==> config.mk <==
export PLATFORM = sky130hd
export DESIGN_NAME = sdma_chan
export DESIGN_NICKNAME = d
export VERILOG_FILES = /design/src/rtl/sdma_pkg.sv /design/src/rtl/sdma_sem.sv /design/src/rtl/sdma_flag.sv /design/src/rtl/sdma_fsm.sv /design/src/rtl/sdma_chan.sv
export SDC_FILE = /design/constraint.sdc
export NUM_CORES = 1
export LEC_CHECK = 0
export CAP_MARGIN = 20
export CORE_ASPECT_RATIO = 1.5
export CORE_MARGIN = 3
export CORE_UTILIZATION = 26
export CTS_BUF_LIST = sky130_fd_sc_hd__clkbuf_8
export DETAILED_ROUTE_END_ITERATION = 10
export GPL_TIMING_DRIVEN = 0
export PLACE_DENSITY = 0.58
export SLEW_MARGIN = 15
export SYNTH_ARGS = -nofsm -noshare
export SYNTH_HDL_FRONTEND = slang
export SYNTH_SLANG_ARGS = --single-unit
==> constraint.sdc <==
create_clock -name clk -period 4.7 [get_ports clk]
set_input_delay 0.47 -clock clk [delete_from_list [all_inputs] [get_ports clk]]
set_output_delay 0.47 -clock clk [all_outputs]
set_load 0.05 [all_outputs]
==> src/rtl/sdma_pkg.sv <==
package sdma_pkg;
   typedef enum logic [1:0] {ST_IDLE, ST_FETCH, ST_EXEC, ST_DONE} sdma_state_e;

   // command word layout, relied on by descriptor writers
   localparam int CHAIN_BIT = 2;
   localparam int IRQ_BIT   = 3;
   localparam int DEC_BIT   = 6;
   localparam int CNT_LSB   = 16;
   localparam int DATA_W    = 32;
   localparam int DESC_WORDS = 3;
endpackage

==> src/rtl/sdma_sem.sv <==
module sdma_sem #(
   parameter int SEM_W    = 8,
   parameter bit SATURATE = 1'b1
) (
   input  logic             clk,
   input  logic             rst_n,
   input  logic             clr,
   input  logic             add_we,
   input  logic [SEM_W-1:0] add_val,
   input  logic             dec,
   output logic [SEM_W-1:0] count_q,
   output logic [SEM_W-1:0] count_d
);
   localparam logic [SEM_W-1:0] SEM_MAX = '1;

   logic [SEM_W:0]   sum;
   logic [SEM_W-1:0] capped;

   assign sum = {1'b0, count_q} + {1'b0, (add_we ? add_val : '0)};

   generate
      if (SATURATE) begin : g_sat
         assign capped = sum[SEM_W] ? SEM_MAX : sum[SEM_W-1:0];
      end else begin : g_wrap
         assign capped = sum[SEM_W-1:0];
      end
   endgenerate

   always_comb begin
      if (clr)                       count_d = '0;
      else if (dec && capped != '0)  count_d = capped - 1'b1;
      else                           count_d = capped;
   end

   always_ff @(posedge clk or negedge rst_n) begin
      if (!rst_n) count_q <= '0;
      else        count_q <= count_d;
   end
endmodule

==> src/rtl/sdma_flag.sv <==
module sdma_flag (
   input  logic clk,
   input  logic rst_n,
   input  logic set,
   input  logic clr,
   input  logic en,
   output logic flag,
   output logic irq
);
   always_ff @(posedge clk or negedge rst_n) begin
      if (!rst_n)   flag <= 1'b0;
      else if (set) flag <= 1'b1;
      else if (clr) flag <= 1'b0;
   end

   assign irq = flag & en;
endmodule

==> src/rtl/sdma_fsm.sv <==
module sdma_fsm
   import sdma_pkg::*;
#(
   parameter int AW    = 32,
   parameter int CNT_W = 16
) (
   input  logic              clk,
   input  logic              rst_n,
   input  logic              chan_rst,
   input  logic              run_en,
   input  logic              arm_set,
   input  logic              sem_nz,
   input  logic              sem_nz_next,
   input  logic              sw_nxt_we,
   input  logic [AW-3:0]     sw_nxt_word,
   output logic              mem_req,
   output logic [AW-1:0]     mem_addr,
   input  logic              mem_rvalid,
   input  logic [DATA_W-1:0] mem_rdata,
   output logic              xfer_beat,
   output logic [AW-1:0]     xfer_addr,
   output logic              busy,
   output logic [AW-1:0]     nxt_addr,
   output logic              done_dec,
   output logic              done_irq
);
   localparam int IDX_W = $clog2(DESC_WORDS);
   localparam logic [IDX_W-1:0] LAST_IDX = IDX_W'(DESC_WORDS - 1);

   sdma_state_e      state;
   logic [IDX_W-1:0] idx;
   logic             armed;
   logic [AW-3:0]    nxt_word;
   logic [AW-3:0]    lnk_word;
   logic             c_chain, c_irq, c_dec;
   logic [CNT_W-1:0] c_cnt;
   logic [AW-1:0]    buf_base;
   logic [CNT_W-1:0] remain;
   logic [CNT_W-1:0] beat_ix;
   logic             done_fire;

   assign nxt_addr  = {nxt_word, 2'b00};
   assign mem_req   = (state == ST_FETCH);
   assign mem_addr  = nxt_addr + (AW'(idx) << 2);
   assign busy      = (state != ST_IDLE);
   assign xfer_beat = (state == ST_EXEC) && run_en && (remain != '0);
   assign xfer_addr = buf_base + (AW'(beat_ix) << 2);
   assign done_fire = (state == ST_DONE) && run_en;
   assign done_dec  = done_fire && c_dec;
   assign done_irq  = done_fire && c_irq;

   always_ff @(posedge clk or negedge rst_n) begin
      if (!rst_n) begin
         state    <= ST_IDLE;
         idx      <= '0;
         armed    <= 1'b0;
         nxt_word <= '0;
         lnk_word <= '0;
         c_chain  <= 1'b0;
         c_irq    <= 1'b0;
         c_dec    <= 1'b0;
         c_cnt    <= '0;
         buf_base <= '0;
         remain   <= '0;
         beat_ix  <= '0;
      end else if (chan_rst) begin
         state <= ST_IDLE;
         idx   <= '0;
         armed <= 1'b0;
      end else begin
         if (arm_set) armed <= 1'b1;
         unique case (state)
            ST_IDLE: begin
               if (sw_nxt_we) nxt_word <= sw_nxt_word;
               if (armed && sem_nz && run_en) begin
                  state <= ST_FETCH;
                  idx   <= '0;
                  armed <= 1'b0;
               end
            end
            ST_FETCH: begin
               if (mem_rvalid) begin
                  case (idx)
                     2'd0: lnk_word <= mem_rdata[AW-1:2];
                     2'd1: begin
                        c_chain <= mem_rdata[CHAIN_BIT];
                        c_irq   <= mem_rdata[IRQ_BIT];
                        c_dec   <= mem_rdata[DEC_BIT];
                        c_cnt   <= mem_rdata[CNT_LSB +: CNT_W];
                     end
                     default: buf_base <= mem_rdata[AW-1:0];
                  endcase
                  if (idx == LAST_IDX) begin
                     state   <= ST_EXEC;
                     remain  <= c_cnt;
                     beat_ix <= '0;
                  end else begin
                     idx <= idx + 1'b1;
                  end
               end
            end
            ST_EXEC: begin
               if (run_en) begin
                  if (remain == '0) begin
                     state <= ST_DONE;
                  end else begin
                     remain  <= remain - 1'b1;
                     beat_ix <= beat_ix + 1'b1;
                  end
               end
            end
            ST_DONE: begin
               if (run_en) begin
                  if (c_chain) nxt_word <= lnk_word;
                  if (c_chain && sem_nz_next) begin
                     state <= ST_FETCH;
                     idx   <= '0;
                     armed <= 1'b0;
                  end else begin
                     state <= ST_IDLE;
                  end
               end
            end
            default: state <= ST_IDLE;
         endcase
      end
   end
endmodule

==> src/rtl/sdma_chan.sv <==
module sdma_chan
   import sdma_pkg::*;
#(
   parameter int AW       = 32,
   parameter int SEM_W    = 8,
   parameter int CNT_W    = 16,
   parameter bit SATURATE = 1'b1
) (
   input  logic              clk,
   input  logic              rst_n,
   input  logic              chan_rst,
   input  logic              gate,
   input  logic              sw_nxt_we,
   input  logic [AW-3:0]     sw_nxt_word,
   input  logic              sem_we,
   input  logic [SEM_W-1:0]  sem_wval,
   input  logic              irq_en,
   input  logic              cmpl_clr,
   output logic              mem_req,
   output logic [AW-1:0]     mem_addr,
   input  logic              mem_rvalid,
   input  logic [DATA_W-1:0] mem_rdata,
   output logic              xfer_beat,
   output logic [AW-1:0]     xfer_addr,
   output logic              busy,
   output logic [AW-1:0]     nxt_addr,
   output logic [SEM_W-1:0]  sem_count,
   output logic              cmpl_flag,
   output logic              irq
);
   generate
      if (AW < 8 || AW > DATA_W) begin : g_bad_aw
         $error("sdma_chan: AW must lie in 8..32");
      end
      if (SEM_W < 1 || SEM_W > 16) begin : g_bad_sem
         $error("sdma_chan: SEM_W must lie in 1..16");
      end
      if (CNT_W < 1 || CNT_W > DATA_W - CNT_LSB) begin : g_bad_cnt
         $error("sdma_chan: CNT_W exceeds the count field");
      end
   endgenerate

   logic             run_en;
   logic             done_dec, done_irq;
   logic [SEM_W-1:0] sem_d;
   logic             arm_set;

   assign run_en  = ~gate;
   assign arm_set = sem_we && (sem_wval != '0);

   sdma_sem #(.SEM_W(SEM_W), .SATURATE(SATURATE)) u_sem (
      .clk(clk), .rst_n(rst_n), .clr(chan_rst),
      .add_we(sem_we), .add_val(sem_wval), .dec(done_dec),
      .count_q(sem_count), .count_d(sem_d)
   );

   sdma_fsm #(.AW(AW), .CNT_W(CNT_W)) u_fsm (
      .clk(clk), .rst_n(rst_n), .chan_rst(chan_rst), .run_en(run_en),
      .arm_set(arm_set), .sem_nz(sem_count != '0), .sem_nz_next(sem_d != '0),
      .sw_nxt_we(sw_nxt_we), .sw_nxt_word(sw_nxt_word),
      .mem_req(mem_req), .mem_addr(mem_addr),
      .mem_rvalid(mem_rvalid), .mem_rdata(mem_rdata),
      .xfer_beat(xfer_beat), .xfer_addr(xfer_addr),
      .busy(busy), .nxt_addr(nxt_addr),
      .done_dec(done_dec), .done_irq(done_irq)
   );

   sdma_flag u_flag (
      .clk(clk), .rst_n(rst_n), .set(done_irq), .clr(cmpl_clr),
      .en(irq_en), .flag(cmpl_flag), .irq(irq)
   );
endmodule

# After elaboration in Yosys (flattened, before gate mapping)
# Cells that the tools add are included.
dict set report word_totals {
  regBits 157
  in_bits 79
  out_inout_bits 109
  word_cells 118
}
dict set report classes {
  add_sub_neg 7
  eq_ne 20
  n_mux 42
  n_bitwise 4
  reduce_logical 31
}
# cell count
set op_table {}
lappend op_table {{16-bit two-way mux} 8}
lappend op_table {{30-bit two-way mux} 3}
lappend op_table {{16-bit one-hot mux with 2 select lines} 2}
lappend op_table {{30-bit one-hot mux with 2 select lines} 1}
lappend op_table {{32-bit by 18-bit adder with 32-bit output} 1}
lappend op_table {{32-bit by 4-bit adder with 32-bit output} 1}
lappend op_table {{8-bit two-way mux} 4}
lappend op_table {{8-bit nonzero test} 4}
lappend op_table {{2-bit two-way mux} 13}
lappend op_table {{6-bit AND reduction} 3}
lappend op_table {{16-bit by 1-bit adder with 16-bit output, second input constant} 1}
lappend op_table {{16-bit zero test} 1}
lappend op_table {{16-bit nonzero test} 1}
lappend op_table {{16-bit by 1-bit subtractor with 16-bit output, second input constant} 1}
lappend op_table {{3-bit != test, second input constant} 5}
lappend op_table {{4-bit AND reduction} 3}
lappend op_table {{1-bit logical AND} 10}
lappend op_table {{8-bit by 8-bit adder with 9-bit output} 1}
lappend op_table {{3-bit by 2-bit != test with 1-bit output, second input constant} 3}
lappend op_table {{1-bit two-way mux} 8}
lappend op_table {{2-bit != test, second input constant} 4}
lappend op_table {{2-bit one-hot mux with 4 select lines} 1}
lappend op_table {{2-bit nonzero test} 4}
lappend op_table {{8-bit by 1-bit subtractor with 8-bit output, second input constant} 1}
lappend op_table {{12 further kinds} 20}

# Depth between registers and ports, before layout
# Gate-level depths: netlist of the first run.
dict set report logic_depth {
  word_depth 13
  mapped_depth 17
  depth_no_buf 15
}

# By module
# Synthesis of the first run repeated with hierarchy kept, for this count alone.
dict set report unflattened {
  hier_cells 926
  hier_area_um2 9341.5
}
# mod n_inst cells_each area_per_inst_um2 seq_area_each_um2
set by_module_without_submodules {}
lappend by_module_without_submodules {sdma_fsm 1 806 8313.0 3703.6}
lappend by_module_without_submodules {sdma_sem 1 106 929.6 200.2}
lappend by_module_without_submodules {sdma_chan 1 10 56.3 0.0}
lappend by_module_without_submodules {sdma_flag 1 4 42.5 25.0}

# Least setup slack after synthesis of the first run
# OpenSTA, ideal clock, no wires.
dict set report synth_path {
  kind {reg-to-reg}
  start {register u_sem.count_q[0]}
  end {register u_fsm.state[0]}
  setup_time_ps 126
  arrival_time_ps 3886
  t_required_ps 4574
  path_slack_ps 688
  path_stages_with_launch 17
  path_buffers 2
  period_less_slack_ps 4012
  cell_sequence {dfrtp_1 ha_1 fa_1 nand3_1 a21oi_1 or2_0 buf_2 nor2_1 ha_1 nand2_1 or3_1 o31a_1 buf_6 or3_1 a21oi_1 nand4b_1 a221o_1}
}
dict set report synth_between {
  elab_chain_cells 12
  elab_cells_between_ends 18
  cone_classes {add/sub (2); eq/ne (1); mux (7); reduce/logical (8)}
}
# item line
set synth_lines {}
lappend synth_lines {{start: declaration} sdma_sem.sv:11} ;# output logic [SEM_W-1:0] count_q,
lappend synth_lines {{start signal: assignment} sdma_sem.sv:37} ;# else count_q <= count_d;
lappend synth_lines {{parallel branches: the longest is 12 deep, another holds 8-bit by 8-bit adder with 9-bit output} --}
lappend synth_lines {{end signal: assignment} sdma_fsm.sv:67} ;# state <= ST_IDLE;
lappend synth_lines {{end signal: assignment} sdma_fsm.sv:76} ;# state <= ST_FETCH;
lappend synth_lines {{end signal: assignment} sdma_fsm.sv:116} ;# state <= ST_FETCH;
lappend synth_lines {{end: declaration} sdma_fsm.sv:30} ;# sdma_state_e state;
# Several ways; the timed one is not identified. The select of a mux whose other input is x is not followed.
# A chain may end at the register's enable or synchronous reset.

# Worst setup path in the final report of the first run
dict set report layout_path {
  start {register u_fsm.idx[0]}
  end {output port mem_addr[20]}
}
dict set report layout_between {
  elab_chain_cells 1
}
# item line
set layout_lines {}
lappend layout_lines {{start: declaration} sdma_fsm.sv:31} ;# logic [IDX_W-1:0] idx;
lappend layout_lines {{start signal: assignment} sdma_fsm.sv:98} ;# idx <= idx + 1'b1;
lappend layout_lines {{32-bit by 4-bit adder with 32-bit output} sdma_fsm.sv:44} ;# assign mem_addr = nxt_addr + (AW'(idx) << 2);
lappend layout_lines {{end: declaration} sdma_chan.sv:20} ;# output logic [AW-1:0] mem_addr,
# No other way between the ends.

==> flow_summary.toml, run 1 <==
[outcome]
run_status = "complete, no violations"

[finish]
area_growth_syn_to_layout_pct = 31.8
fin_cells = 1622
n_fill_cell = 3510
final_nets = 1261
drive_above_1_share_pct = 12.6

[power_and_ir_drop]
power.internal_uw = 4110
sw_frac_of_total_pct = 48.2
comb_power_share_pct = 55.9
power.density_nw_per_um2 = 654
power_leakage_uw = 0.00524
seq_power_share_pct = 31.4
share_clk_of_total_power_pct = 12.7
total_power_uw = 7940
switchingPower_uw = 3830
vdd_drop_max_v = 0.000334

[detailed_routing]
routed_via_density = 4.75
drc = 0
drt_wl_total_um = 28600
detail_route.wl_per_cell_um = 17.6
antenna_violation_net_count_after_detailed_routing = 0
first_iter_violations = 345
drt_first_pass_iters = 5
num_vias = 7712

[timing]
worst_pin_slew_ns = 0.857
max_clock_freq_mhz = 226
final-max-slew-violation-count = 0
grt_setup_unrepaired = "no"
layout_setup_ws_ns = 0.284
final.min_clock_period_ns = 4.42
hold_viol = 0
layout_worst_path_cycle_share_pct = 94.0
relSlewSlack_pct = 42.9
fin_setup_tns_ns = 0
finalSetupViolCount = 0
worst_clock_skew_ns = 0.0134

[clock_network]
clkLatencyLatePin_ns = 0.46
clkSinkCount = 157
cts_max_level = 4
clock_path_buffers = 2
cts_setup_buffers = 0
path_clk_slew_ns = 0.09
cts_tree = "yes"
cts.root.buffer_cell = "clkbuf_8"
total_cts_buffers = 17

[grt]
globalRoute.totalOverflow = 0
grt_antenna_before_repair = 3
grt_use_total_pct = 15.0
grt_pass1_vias = 7859
global_route_wire_length_before_repair_um = 44700
grt_max_degree = 88

[die]
die_height_um = 237
fp.dieW_um = 160
fp-row-count = 83
io_pins = 188
initial_utilization_pct = 26.6
core_area_um2 = 34600
die_ar_um2 = 37800

[critical_path]
cpLargestDelayFamily = "simple AND/OR/NAND/NOR gates"
timing.critical_path.fanout_max = 5
cp-end-kind = "primary output"
worstPathRequired_ns = 4.23
crit_arrival_ns = 3.95
crit_slowest_cell = "clkdlybuf4s50_1"
startpoint_type = "flop"
critical_path_type = "flop to primary output"
timing.critical_path.slowest_cell_delay_ns = 0.82
worst-path-buf-inv = 3
timing.critical_path.cells = "ha_1 -> inv_1 -> fa_1 -> nor2b_1 -> nand3_1 -> or2_2 -> clkbuf_1 -> nor2_1 -> xor2_1 -> clkdlybuf4s50_1"

[yosys]
synth_area_per_cell_um2 = 9.85
netlist.top_cell.by_area = "dfrtp_1"
synthDominantCellAreaShare_pct = 42.7
yosys.cell_types.count = 58
yosys_warnings = 0
synth_enable_flop_cells = 0
synthFlopType = "dfrtp_1"
synth-seq-area-share_pct = 42.7
netlist_top_cells_area = "dfrtp_1 (43%), mux2_2 (10%), ha_1 (5.0%)"
synth-async-reset-ratio_pct = 100
yosys_register_bits = 157
post_synth_inst_count = 935
post_synth_instance_area_um2 = 9210

[placed_design]
gp_routability_congestion = 0.872
dp_hpwl_um = 22900
preCtsSetupSlack_ns = -0.313
placedCellCount = 1589
count_of_buffers_from_port_buffering = 183

[min_path]
worst_hold_path_type = "flop to flop"

[job]
cap_viol_max_count = 0
## per-layer routing
metal | share of wire [%] | global-route usage [%] | up-vias
li1 | - | - | 3715
met1 | 36 | 15.5 | 3790
met2 | 56 | 28.9 | 157
met3 | 3.8 | 3.01 | 48
met4 | 4.0 | 7.01 | 2
met5 | 0.049 | 0 | -
## through the flow
stage	utilization, %	hold WS, ns	area (µm²)
final	35.1	0.510	12100
after global routing	35.1	0.528	12100
after CTS	35.0	0.513	12100
after detailed placement	33.7	0.460	11700
after global placement	33.7	0.487	11600
after floorplan	-	0.174	9220
## cell usage after synthesis, drive strengths merged, types with 3 or more instances
cell	number
inv	30
a21oi	72
nand3	42
nand4	10
or3	11
or2	7
and3	10
dfrtp	157
or4	4
o211ai	5
xor2	26
o21a	4
nand2b	9
fa	3
and4	3
nor2b	7
o22ai	9
nand2	57
a21o	7
mux2	82
xnor2	48
a31oi	3
a31o	3
o31ai	4
nor2	98
nor3	17
o21ai	36
and2	14
nand3b	6
clkbuf	25
nor4	6
a211oi	4
buf	14
mux2i	39
a21boi	3
ha	37
## path summary, 6_finish.rpt
| kind | slack (ns) | to | cells past startpoint | from |
|---|---|---|---|---|
| setup / recovery | 0.28 | mem_addr[20] | 10 | u_fsm.idx[0] |
| hold / removal | 0.51 | u_fsm.lnk_word[23] | 1 | u_fsm.lnk_word[23] |
| setup reg to reg | 0.52 | u_fsm.state[0] | 16 | u_sem.count_q[0] |
| hold reg to reg | 0.51 | u_fsm.lnk_word[23] | 1 | u_fsm.lnk_word[23] |
| max in group asynchronous | 3.32 | u_fsm.lnk_word[28] | 3 | rst_n |
| min in group asynchronous | 0.53 | u_fsm.buf_base[1] | 2 | rst_n |
## registers in the layout (all words and copies together) (netlist names)
register        flops
u_flag.flag         1
u_fsm.idx           2
u_fsm.c_cnt        16
u_sem.count_q       8
u_fsm.nxt_word     30
u_fsm.buf_base     32
u_fsm.state         2
u_fsm.lnk_word     30
u_fsm.c_irq         1
u_fsm.remain       16
u_fsm.armed         1
u_fsm.c_chain       1
u_fsm.beat_ix      16
u_fsm.c_dec         1
## cell usage in the layout (no fill, tap or decap), types with 5 or more instances in the layout
cell type        count
a21o_1               7
a21oi_1             68
and2_1              14
and3_1              10
buf_4                6
clkbuf_1            25
clkbuf_8            21
clkdlybuf4s15_2      6
clkdlybuf4s50_1    165
dfrtp_1            157
dlymetal6s2s_1      10
ha_1                37
inv_1               33
mux2_2              82
mux2i_1             39
nand2_1             57
nand2b_1             9
nand3_1             42
nand3b_1             6
nand4_1             10
nor2_1              98
nor2b_1              6
nor3_1              17
nor4_1               6
o211ai_1             5
o21ai_0             32
o22ai_1              9
or2_2                6
or3_1               11
xnor2_1             48
xor2_1              26
## final cells by class
class	count	area, µm²	share of cell area, %
Inverter	30	113	0.928
Buffer	39	180	1.48
Multi-Input combinational cell	712	5040	41.5
Clock inverter	9	96.3	0.794
Tap cell	467	584	4.81
Sequential cell	157	3930	32.4
Clock buffer	21	289	2.38
Antenna cell	2	5.00	0.0412
Timing Repair Buffer	185	1910	15.7
## timing repair
item                                   in CTS  in global routing
endpoints found under the hold margin      70                  0
setup endpoints to repair                  14                 20
pin swaps                                   0                  0
resized for setup                          22                 14
hold buffers                                1                  0
## power by group through the flow
stage | combinational (µW) | sequential [µW] | clock (µW)
after global placement | 4420 | 2500 | 0
final | 4440 | 2490 | 1010
after CTS | 4480 | 2490 | 1040
after detailed placement | 4470 | 2520 | 0
after floorplan | 2620 | 2810 | 0
after global routing | 4720 | 2580 | 1090
## logic make-up after synthesis
| logic type | synth area share, % |
|---|---|
| AOI/OAI and AO/OA | 11.2 |
| xor gates and xnor gates | 7.04 |
| adders and majority gates | 5.68 |
| buffers and inverters | 3.18 |
| DFF | 42.7 |
| muxes | 14.3 |
| other | 0.0407 |
| and+or+nand+nor | 16.0 |
(Power assumes the default switching activity.)
==> run 2, diff against run 1 <==
CORE_MARGIN = 2   (was 3)
==> flow_summary.toml, run 2 (synthesized netlist as in run 1, its figures left out) <==
[outcome]
run_status = "finished with violations"
failed_checks = "negative hold slack"

[placed_design]
count_of_buffers_from_port_buffering = 183
dp_hpwl_um = 22600
gp_routability_congestion = 0.846

[critical_path]
timing.critical_path.slowest_cell_delay_ns = 0.54
worstPathRequired_ns = 4.23
timing.reg2reg.worst_path_depth = 16
crit_arrival_ns = 3.94
cp-end-kind = "primary output"
startpoint_type = "flop"
critical_path_type = "flop to primary output"
timing.critical_path.cells = "ha_1 -> inv_1 -> fa_1 -> nor2b_1 -> o21ai_0 -> a21boi_0 -> o41ai_2 -> o211ai_1 -> a31o_2 -> a21oi_4 -> nor2_1 -> xor2_1 -> dlygate4sd2_1"
timing.critical_path.fanout_max = 7
crit_slowest_cell = "dlygate4sd2_1"

[detailed_routing]
first_iter_violations = 415
num_vias = 7737
routed_via_density = 4.74
drc = 0
detail_route.wl_per_cell_um = 17.3
antenna_violation_net_count_after_detailed_routing = 0
drt_first_pass_iters = 5
drt_wl_total_um = 28200

[job]
cap_viol_max_count = 0

[power_and_ir_drop]
power.density_nw_per_um2 = 656
sw_frac_of_total_pct = 48.9
power_leakage_uw = 0.00527
total_power_uw = 7960
vdd_drop_max_v = 0.000280
comb_power_share_pct = 55.4
power.internal_uw = 4070
seq_power_share_pct = 31.3
share_clk_of_total_power_pct = 13.3
switchingPower_uw = 3900

[grt]
globalRoute.totalOverflow = 0
grt_antenna_before_repair = 5
grt_max_degree = 90
grt_pass1_vias = 7762
global_route_wire_length_before_repair_um = 43400
grt_use_total_pct = 15.4

[timing]
final-max-slew-violation-count = 0
max_clock_freq_mhz = 227
worst_clock_skew_ns = 0.0143
finalSetupViolCount = 0
holdWs_ns = -0.00411
hold_viol = 1
worst_pin_slew_ns = 0.854
grt_setup_unrepaired = "no"
relSlewSlack_pct = 42.7
final.min_clock_period_ns = 4.41
layout_worst_path_cycle_share_pct = 93.8

[die]
fp.dieW_um = 158
fp-row-count = 84
initial_utilization_pct = 26.3
io_pins = 188
die_ar_um2 = 37000
die_height_um = 235
core_area_um2 = 35000

[finish]
drive_above_1_share_pct = 13.0
area_growth_syn_to_layout_pct = 31.7
largest_reg_flops = 32
final_nets = 1260
register_name_with_the_most_flops = "u_fsm.buf_base"
largest_registers = "u_fsm.buf_base (32), u_fsm.lnk_word (30), u_fsm.nxt_word (30)"
leading_cell_type_in_the_layout_fill_and_taps_excluded = "clkdlybuf4s50_1"
post-route-util_pct = 34.7
n_fill_cell = 3565
final_cell_mix = "clkdlybuf4s50_1 (165), dfrtp_1 (157), nor2_1 (98)"

[clock_network]
clkLatencyLatePin_ns = 0.48
clkSinkCount = 157
cts_max_level = 4
cts_tree = "yes"
path_clk_slew_ns = 0.09
total_cts_buffers = 17
clock_path_buffers = 2
cts.root.buffer_cell = "clkbuf_8"

[min_path]
worst_hold_path_type = "input port to asynchronous set/reset pin"
## run 2: changes by cell type in the layout (fill, tap and decap cells not counted), moves of 3 or more
cell / previous run / this run
diode_2: 2 / 5
clkbuf_2: 0 / 4
inv_8: 0 / 3
clkdlybuf4s15_2: 6 / 1
inv_1: 33 / 30
clkbuf_8: 21 / 17
inv_6: 0 / 5
## run 2: power groups by stage
stage                     Clock (µW)  Combinational [µW]  Sequential (µW)
after floorplan                    0                2620             2810
after global placement             0                4410             2500
after detailed placement           0                4450             2520
after CTS                       1090                4450             2490
after global routing            1140                4690             2580
final                           1060                4410             2500
## run 2: path summary, 6_finish.rpt
check | startpoint | slack (ns) | end
min in group clk | u_fsm.lnk_word[24] | 0.51 | u_fsm.lnk_word[24]
worst min register to register | u_fsm.lnk_word[24] | 0.51 | u_fsm.lnk_word[24]
max in group asynchronous | rst_n | 3.87 | u_fsm.nxt_word[26]
worst min-delay path | rst_n | -0.004 | u_fsm.buf_base[1]
worst max-delay path | u_fsm.beat_ix[0] | 0.29 | xfer_addr[22]
worst max register to register | u_sem.count_q[0] | 0.52 | u_fsm.state[0]
## run 2: critical path, delay by kind of cell (launching register included)
kind	cells	cell delay [ns]
AO/OA/AOI/OAI	6	1.67
adder cells (fa/ha/maj)	2	0.44
flip-flops	1	0.44
AND/OR/NAND/NOR	2	0.14
buffers and inverters	2	0.61
XOR/XNOR	1	0.13
## run 2: metrics by stage
stage / worst slack, ns / instances / instance area, µm² / setup TNS, ns
5_1_grt: 0.00797 / 1631 / 12100 / 0
4_1_cts: 0.00581 / 1627 / 12100 / 0
3_3_place_gp: -3.43 / 1594 / 11600 / -536.70
3_5_place_dp: -0.338 / 1595 / 11700 / -1.85
6_report: 0.290 / 1632 / 12100 / 0
2_1_floorplan: 0.688 / 938 / 9220 / 0
## run 2: layer usage
metal  global-route usage (%)  wire length, µm  share of wire (%)  vias to the layer above
met3                     2.61              981                3.5                       44
met1                     15.8            10300                 36                     3808
li1                         -                -                  -                     3723
met4                     5.99              886                3.1                        0
met2                     30.3            16000                 57                      162
met5                        0                0                  0                        -
## run 2: final cells by class
type                    count  area (µm²)  area share (%)
diodes                      5        12.5           0.103
multi-input cells         712        5030            41.5
clock buffers              17         234            1.93
well taps                 473         592            4.88
plain buffers              39         180            1.49
inverters                  30         113           0.928
clock inverters            15         174            1.43
repair buffers            184        1870            15.4
flip-flops and latches    157        3930            32.4
## run 2: timing repair
action,CTS,global route
pin swaps,0,0
endpoints found under the setup margin,14,19
hold buffers,0,0
resized for setup,13,21
buffers inserted,0,0
